<file path="src/rtl/txsrc_pkg.sv">
package txsrc_pkg;
  typedef enum logic [1:0] {
    SRC_GPIO = 2'd0,
    SRC_SDI  = 2'd1,
    SRC_FIFO = 2'd2,
    SRC_PRBS = 2'd3
  } src_e;

  typedef enum logic [1:0] {
    CKP_NONE = 2'd0,
    CKP_GPIO = 2'd1,
    CKP_SDO  = 2'd2,
    CKP_IRQ  = 2'd3
  } ckpin_e;

  localparam int          CFG_CK_LSB  = 6;
  localparam int          CFG_SRC_LSB = 4;
  localparam int          CFG_INV_BIT = 3;
  localparam logic [1:0]  MODT_GFSK   = 2'b11;
endpackage

</file>
<file path="src/rtl/txsrc_prbs.sv">
module txsrc_prbs #(
  parameter int LEN = 9,
  parameter int TAP = 5
) (
  input  logic clk,
  input  logic rst_n,
  input  logic adv_i,
  output logic bit_o
);
  logic [LEN-1:0] st_q, st_d;

  always_comb begin
    st_d = {st_q[0] ^ st_q[TAP], st_q[LEN-1:1]};
  end

  always_ff @(posedge clk or negedge rst_n) begin
    if (!rst_n)     st_q <= '1;
    else if (adv_i) st_q <= st_d;
  end

  assign bit_o = st_q[0];
endmodule

</file>
<file path="src/rtl/txsrc_clkroute.sv">
module txsrc_clkroute
  import txsrc_pkg::*;
(
  input  logic   clk,
  input  logic   rst_n,
  input  ckpin_e pin_sel_i,
  input  logic   csn_i,
  input  logic   load_i,
  output logic   gpio_clk_o,
  output logic   gpio_oe_o,
  output logic   sdo_clk_o,
  output logic   sdo_oe_o,
  output logic   irq_clk_o,
  output logic   irq_oe_o
);
  logic pulse_q, pulse_d;

  always_comb pulse_d = load_i;

  always_ff @(posedge clk or negedge rst_n) begin
    if (!rst_n) pulse_q <= 1'b0;
    else        pulse_q <= pulse_d;
  end

  always_comb begin
    gpio_oe_o = (pin_sel_i == CKP_GPIO);
    sdo_oe_o  = (pin_sel_i == CKP_SDO) && csn_i;
    irq_oe_o  = (pin_sel_i == CKP_IRQ);
    gpio_clk_o = pulse_q & gpio_oe_o;
    sdo_clk_o  = pulse_q & sdo_oe_o;
    irq_clk_o  = pulse_q & irq_oe_o;
  end
endmodule

</file>
<file path="src/rtl/txsrc_select.sv">
module txsrc_select
  import txsrc_pkg::*;
#(
  parameter int PN_LEN = 9,
  parameter int PN_TAP = 5,
  parameter int SYNC_STAGES = 2
) (
  input  logic       clk,
  input  logic       rst_n,
  input  logic [7:0] cfg_i,
  input  logic       tx_active_i,
  input  logic       bit_tick_i,
  input  logic       fifo_bit_i,
  output logic       fifo_req_o,
  input  logic       gpio_data_i,
  input  logic       sdi_i,
  input  logic       csn_i,
  output logic       mod_data_o,
  output logic       gpio_clk_o,
  output logic       gpio_clk_oe_o,
  output logic       sdo_clk_o,
  output logic       sdo_clk_oe_o,
  output logic       irq_clk_o,
  output logic       irq_clk_oe_o,
  output logic       gfsk_noclk_o
);
  localparam int SYNC_MSB = SYNC_STAGES - 1;

  logic [SYNC_MSB:0] rst_sync_q;
  logic              rst_q;

  always_ff @(posedge clk or negedge rst_n) begin
    if (!rst_n) rst_sync_q <= '0;
    else        rst_sync_q <= {rst_sync_q[SYNC_MSB-1:0], 1'b1};
  end
  assign rst_q = rst_sync_q[SYNC_MSB];

  src_e   src;
  ckpin_e ckp;
  logic   inv;
  logic   load, pn_bit, pick;
  logic   data_q, data_d;

  always_comb begin
    src  = src_e'(cfg_i[CFG_SRC_LSB +: 2]);
    ckp  = ckpin_e'(cfg_i[CFG_CK_LSB +: 2]);
    inv  = cfg_i[CFG_INV_BIT];
    load = bit_tick_i & tx_active_i;
  end

  txsrc_prbs #(.LEN(PN_LEN), .TAP(PN_TAP)) u_prbs (
    .clk   (clk),
    .rst_n (rst_q),
    .adv_i (load && (src == SRC_PRBS)),
    .bit_o (pn_bit)
  );

  always_comb begin
    data_d = data_q;
    pick   = 1'b0;
    unique case (src)
      SRC_GPIO: pick = gpio_data_i;
      SRC_SDI:  pick = sdi_i;
      SRC_FIFO: pick = fifo_bit_i;
      SRC_PRBS: pick = pn_bit;
    endcase
    if (load && !(src == SRC_SDI && !csn_i))
      data_d = pick ^ inv;
  end

  always_ff @(posedge clk or negedge rst_q) begin
    if (!rst_q) data_q <= 1'b0;
    else        data_q <= data_d;
  end

  assign mod_data_o   = data_q;
  assign fifo_req_o   = load && (src == SRC_FIFO);
  assign gfsk_noclk_o = (cfg_i[1:0] == MODT_GFSK) && (ckp == CKP_NONE);

  txsrc_clkroute u_ckr (
    .clk        (clk),
    .rst_n      (rst_q),
    .pin_sel_i  (ckp),
    .csn_i      (csn_i),
    .load_i     (load),
    .gpio_clk_o (gpio_clk_o),
    .gpio_oe_o  (gpio_clk_oe_o),
    .sdo_clk_o  (sdo_clk_o),
    .sdo_oe_o   (sdo_clk_oe_o),
    .irq_clk_o  (irq_clk_o),
    .irq_oe_o   (irq_clk_oe_o)
  );
endmodule

</file>
<file path="config.mk">
export PLATFORM = sky130hd
export DESIGN_NAME = txsrc_select
export DESIGN_NICKNAME = d
export VERILOG_FILES = /design/src/rtl/txsrc_pkg.sv /design/src/rtl/txsrc_prbs.sv /design/src/rtl/txsrc_clkroute.sv /design/src/rtl/txsrc_select.sv
export SDC_FILE = /design/constraint.sdc
export NUM_CORES = 1
export LEC_CHECK = 0
export BUFFER_PORTS_ARGS = -buffer_cell sky130_fd_sc_hd__buf_2
export CAP_MARGIN = 20
export CORE_UTILIZATION = 44
export CTS_CLUSTER_SIZE = 14
export DETAILED_ROUTE_END_ITERATION = 7
export GPL_ROUTABILITY_DRIVEN = 0
export PLACE_DENSITY_LB_ADDON = 0.1
export SLEW_MARGIN = 10
export SYNTH_ARGS = -nofsm -noshare
export SYNTH_HDL_FRONTEND = slang
export SYNTH_SLANG_ARGS = --single-unit
</file>
<file path="constraint.sdc">
create_clock -name clk -period 0.8 [get_ports clk]
set_input_delay 0.08 -clock clk [delete_from_list [all_inputs] [get_ports clk]]
set_output_delay 0.08 -clock clk [all_outputs]
set_load 0.02 [all_outputs]
</file>
==> reports/summary.txt, run 1 <==
Layout Skew - 0.808 ps
Worst-path clk slew - 70 ps
Worst Hold Depth - 2
vias in the first global route - 450
Slowest cell on crit path - mux4_2
pwr dens - 1590 nW/um^2
Warnings, synthesis - 0
Hold EP - u_ckr.pulse_q$_DFF_PN0_
Iteration-0 DRC Markers - 7
Peak supply drop - 1.45 mV
root buf cell - clkbuf_4
worst setup path class - reg -> reg
Syn Std Cell Area - 576 um^2
CP startpoint kind - flop
layout cells sized above 1 - 73.1%
Hold WS - 92.5 ps
failing checks - setup timing
sequential fraction of the synthesis area - 58.5%
post-synthesis register bit count - 13
synthesized instance count - 43
Final Hold Fails - 0
# clock sinks - 13
Routed WL - 1.08 mm
library cells used by synthesis - 18
diode count - 0
first-pass GRT wire length - 1.73 mm
fin. max-slew vios - 0
TritonCTS clock tree - done
RSZ-0062 raised after global routing - yes
Congestion Overflow GR - 0
FF-to-FF path depth - 3
worst hold-check path type - in -> reg
drt drc - 0
Syn-to-layout area delta - 48.7%
MaxCap Viol Count - 0
Placement Rows - 12
post-layout min period - 1200 ps
outcome - finished, violations left
Total Power - 0.00136 W
post-place instance area - 758 um^2
Final Non-Filler Cells - 92
nets@finish - 95
via/cell ratio - 5.00
final instance area - 856 um^2
drt first pass iters - 4
CP max FO - 2
Period Utilization, post-route - 150%
total clock buffers created by CTS - 3
Hold Crit Start - tx_active_i
Die H - 38.2 um
via count of the routed design - 460
worst-skew pair later-pin latency - 270 ps
DIE AREA - 1460 um^2
I/O Buffers - 23
post-DP HPWL - 804 um
Reg2Reg Setup Slack - -400 ps
initial antenna violation count - 0
slowest cell delay on critical path - 460 ps
RR Startpoint - u_prbs.st_q[0]$_DFFE_PN1P_
Post-Place Cells - 85
final setup fails - 7
largest net degree at the start of global routing - 12
final worst slack - -396 ps
Fill cells - 85
FF-to-FF End - mod_data_o$_DFFE_PN0P_
Fmax - 0.836 GHz
Req. time, crit path - 950 ps
Total GRT Usage - 17.8%
CP Capture Type - flop
core outline area - 1160 um^2
Avg Cell Area, Syn - 13.4 um^2
Synth Net Count - 59
P_leak - 0.415 nW
# IOs - 25
Crit path arrival time - 1350 ps
Antenna Nets Post-Route - 0
worst path cell trace - mux4_2 -> xnor2_1 -> a31oi_1
Max clock buf depth - 2
Die Wd - 38.2 um
H-tree depth - 1
WL/cell - 11.7 um
Initial Util - 49.8%
area by class of cell:
class / count / area [um^2] / area share [%]
Multi-Input combinational cell: 30 / 260 / 30.4
Tap cell: 14 / 17.5 / 2.05
Clock buffer: 4 / 26.3 / 3.07
Timing Repair Buffer: 31 / 215 / 25.1
Sequential cell: 13 / 337 / 39.3
Yosys cell counts:
library cell	number	area share [%]
nor2_1	2	1.3
mux2_2	8	16
dfrtp_1	4	17
nor2b_1	1	1.1
mux4_2	1	3.9
nand4_2	1	2.2
and3_1	1	1.1
or3b_2	1	1.5
a21oi_1	1	0.87
o21ai_0	1	0.87
and2_1	3	3.3
and3b_1	1	1.5
a31oi_1	1	1.1
dfstp_2	9	41
conb_1	1	0.65
nand2_1	4	2.6
xnor2_1	2	3.0
nor3_1	1	0.87
repair_timing:
| action | in CTS | in global routing |
|---|---|---|
| gates cloned | 0 | 0 |
| hold endpoints to repair | 2 | 0 |
| resized for setup | 12 | 3 |
| buffers inserted | 2 | 1 |
| hold buffers | 1 | 0 |
| setup endpoints to repair | 7 | 8 |
| pin swaps | 3 | 1 |
cells in the final DEF (no fill, tap or decap), drive strengths merged:
cell,synthesis,routed
dfstp,9,9
a31oi,1,1
conb,1,1
or3b,1,1
a21oi,1,1
o21ai,1,1
nand2,4,4
nor2b,1,1
nor2,2,2
nand4,1,1
buf,0,30
mux2,8,8
and3,1,1
nor3,1,1
xnor2,2,2
clkbuf,0,4
and3b,1,1
mux4,1,1
dfrtp,4,4
and2,3,3
dlygate4sd3,0,1
power breakdown:
group          switching [W]  internal (W)
registers          0.0000309      0.000709
clock network       0.000195      0.000193
logic              0.0000991      0.000137
total               0.000325       0.00104
sequential cells by signal, indices dropped and copies added, names as in the netlist:
signal / cells
mod_data_o: 1
u_ckr.pulse_q: 1
u_prbs.st_q: 9
rst_sync_q: 2
worst max-delay path: cells and delay by family, from the launching register on:
kind / cells / cell delay [ps]
muxes: 1 / 460
DFF: 1 / 370
xor gates and xnor gates: 1 / 150
AOI/OAI and AO/OA: 1 / 90
how the worst max path moves through the flow:
| stage | from | end | slack, ps | cells past startpoint |
|---|---|---|---|---|
| 2_1_floorplan | u_prbs.st_q[0]$_DFFE_PN1P_ | mod_data_o$_DFFE_PN0P_ | -370 | 3 |
| 3_3_place_gp | u_prbs.st_q[0]$_DFFE_PN1P_ | mod_data_o$_DFFE_PN0P_ | -360 | 3 |
| 3_5_place_dp | u_prbs.st_q[0]$_DFFE_PN1P_ | mod_data_o$_DFFE_PN0P_ | -380 | 3 |
| 4_1_cts | u_prbs.st_q[0]$_DFFE_PN1P_ | mod_data_o$_DFFE_PN0P_ | -400 | 3 |
| 5_1_grt | u_prbs.st_q[0]$_DFFE_PN1P_ | mod_data_o$_DFFE_PN0P_ | -490 | 3 |
| 6_report | u_prbs.st_q[0]$_DFFE_PN1P_ | mod_data_o$_DFFE_PN0P_ | -400 | 3 |
layer usage:
| layer | global-route usage [%] | share of wire (%) |
|---|---|---|
| met1 | 18.2 | 39 |
| met4 | 2.68 | 0.84 |
| met3 | 6.98 | 5.3 |
| met2 | 33.9 | 55 |
| met5 | 0 | 0 |
kinds of logic after synthesis:
kind of cell	Yosys count	share of synthesized area [%]
compound gates	3	2.83
mux	9	19.6
other cells	1	0.652
xor+xnor	2	3.04
flops	13	58.5
simple gates	15	15.4
per-stage QoR:
step,utilization [%],setup TNS (ps),worst slack [ps]
6_report,74.0,-1380,-396
5_1_grt,74.0,-1690,-494
4_1_cts,73.2,-1380,-398
3_5_place_dp,65.6,-1000,-384
3_3_place_gp,65.6,-913,-364
2_1_floorplan,-,-370,-370
Power figures use the tool's default switching activity.
==> run 2: changes to the inputs <==
--- a/config.mk
+++ b/config.mk
@@ -7,7 +7,8 @@
 export LEC_CHECK = 0
 export BUFFER_PORTS_ARGS = -buffer_cell sky130_fd_sc_hd__buf_2
 export CAP_MARGIN = 20
-export CORE_UTILIZATION = 44
+export CORE_ASPECT_RATIO = 1.1
+export CORE_UTILIZATION = 35
 export CTS_CLUSTER_SIZE = 14
 export DETAILED_ROUTE_END_ITERATION = 7
 export GPL_ROUTABILITY_DRIVEN = 0
==> reports/summary.txt, run 2 (synthesis gave the netlist of run 1 again) <==
fin. max-slew vios - 0 (unchanged)
area of the multi-input gates - 249 um^2 (was 260 um^2)
worst path cell trace - mux4_2 -> xnor2_1 -> a31oi_1 (unchanged)
diode count - 0 (unchanged)
Crit path arrival time - 1410 ps (was 1350 ps)
via count of the routed design - 434 (was 460)
CP max FO - 2 (unchanged)
nets@finish - 93 (was 95)
Largest register FFs - 9 (unchanged)
Die H - 44.5 um (was 38.2 um)
layout cells sized above 1 - 71.1% (was 73.1%)
CP startpoint kind - flop (unchanged)
Period Utilization, post-route - 151% (was 150%)
final worst slack - -407 ps (was -396 ps)
largest net degree at the start of global routing - 12 (unchanged)
biggest regs - u_prbs.st_q: 9 flops, rst_sync_q: 2 flops (unchanged)
Req. time, crit path - 1000 ps (was 950 ps)
vias in the first global route - 379 (was 450)
Fill cells - 136 (was 85)
first-pass GRT wire length - 1.48 mm (was 1.73 mm)
Die Wd - 40.7 um (was 38.2 um)
leading cell type in the layout, fill and taps excluded - buf_2 (unchanged)
# clock sinks - 13 (unchanged)
Total GRT Usage - 12.8% (was 17.8%)
MaxCap Viol Count - 0 (unchanged)
failing checks - setup timing (unchanged)
Total Power - 0.00135 W (was 0.00136 W)
H-tree depth - 1 (unchanged)
Final Hold Fails - 0 (unchanged)
worst setup path class - reg -> reg (unchanged)
Routed WL - 1.03 mm (was 1.08 mm)
largest reg by FF count - u_prbs.st_q (unchanged)
Syn-to-layout area delta - 44.1% (was 48.7%)
slowest cell delay on critical path - 460 ps (about the same)
P_leak - 0.400 nW (was 0.415 nW)
post-DP HPWL - 743 um (was 804 um)
I/O Buffers - 23 (unchanged)
core outline area - 1560 um^2 (was 1160 um^2)
DIE AREA - 1810 um^2 (was 1460 um^2)
initial antenna violation count - 0 (unchanged)
CP Capture Type - flop (unchanged)
post-layout min period - 1210 ps (was 1200 ps)
Iteration-0 DRC Markers - 0 (was 7)
Placement Rows - 15 (was 12)
worst hold-check path type - in -> reg (unchanged)
# IOs - 25 (unchanged)
RSZ-0062 raised after global routing - yes (unchanged)
root buf cell - clkbuf_4 (unchanged)
final setup fails - 7 (unchanged)
Antenna Nets Post-Route - 0 (unchanged)
WL/cell - 11.1 um (was 11.7 um)
Fmax - 0.829 GHz (was 0.836 GHz)
via/cell ratio - 4.67 (was 5.00)
Slowest cell on crit path - mux4_2 (unchanged)
Layout Skew - 2.45 ps (was 0.808 ps)
Peak supply drop - 0.945 mV (was 1.45 mV)
outcome - finished, violations left (unchanged)
FF/Latch Area - 337 um^2 (unchanged)
TritonCTS clock tree - done (unchanged)
post-place setup slack - -398 ps (was -384 ps)
total clock buffers created by CTS - 3 (unchanged)
# Post-CTS Setup Buffers - 0 (was 2)
worst-skew pair later-pin latency - 270 ps (about the same)
Max clock buf depth - 2 (unchanged)
Initial Util - 36.9% (was 49.8%)
pwr dens - 1630 nW/um^2 (was 1590 nW/um^2)
Congestion Overflow GR - 0 (unchanged)
post-layout util - 53.3% (was 74.0%)
drt drc - 0 (unchanged)
Worst-path clk slew - 80 ps (was 70 ps)
most frequent cells in the layout - buf_2, dfstp_2, mux2_2, buf_4 (unchanged)
drt first pass iters - 1 (was 4)
[run 2: layout make-up]
class | instances | share of cell area (%)
Tap cell | 17 | 2.56
Sequential cell | 13 | 40.6
Clock buffer | 4 | 3.17
Timing Repair Buffer | 29 | 23.7
Multi-Input combinational cell | 30 | 30.0
[run 2: power by group]
group          total, W  internal (W)  switching [W]
registers      0.000729      0.000709      0.0000198
logic          0.000225      0.000123       0.000102
clock network  0.000399      0.000193       0.000206
[run 2: critical path, delay by kind of cell, from the launching register on]
kind                      cells  cell delay [ps]
muxes                         1              460
xor gates and xnor gates      1              140
AOI/OAI and AO/OA             1              160
DFF                           1              370
[run 2: worst paths after layout]
kind | startpoint | to | slack (ps) | depth (start not counted)
worst max register to register | u_prbs.st_q[0]$_DFFE_PN1P_ | mod_data_o$_DFFE_PN0P_ | -410 | 3
worst min-delay path | tx_active_i | u_ckr.pulse_q$_DFF_PN0_ | 90 | 2
max in group asynchronous | rst_sync_q[1]$_DFF_PN0_ | u_prbs.st_q[7]$_DFFE_PN1P_ | 410 | 1
worst max-delay path | u_prbs.st_q[0]$_DFFE_PN1P_ | mod_data_o$_DFFE_PN0P_ | -410 | 3
min in group asynchronous | rst_n | rst_sync_q[0]$_DFF_PN0_ | 110 | 2
worst min register to register | rst_sync_q[1]$_DFF_PN0_ | mod_data_o$_DFFE_PN0P_ | 170 | 1
[run 2: timing repair]
action,CTS,global route
setup endpoints to repair,7,8
gates resized for setup,9,2
hold endpoints to repair,2,0
hold buffers,1,0
pin swaps,3,1
[run 2: layer usage]
layer	vias to the layer above	GRT usage (%)	share of wire, %
met5	-	0	0
met3	4	3.02	8.4
met1	192	13.1	44
li1	214	-	-
met4	0	10.0	1.7
met2	24	21.3	46
[run 2: stage by stage]
| step | cells | instance area (um^2) | hold slack (ps) | TNS, ps |
|---|---|---|---|---|
| finish | 93 | 830 | 91.3 | -1220 |
| global route | 93 | 830 | 90.0 | -1550 |
| CTS | 93 | 822 | 99.3 | -1300 |
| detailed placement | 88 | 762 | -127 | -1890 |
| global placement | 88 | 762 | -134 | -1880 |
| floorplan | 43 | 576 | -216 | -370 |
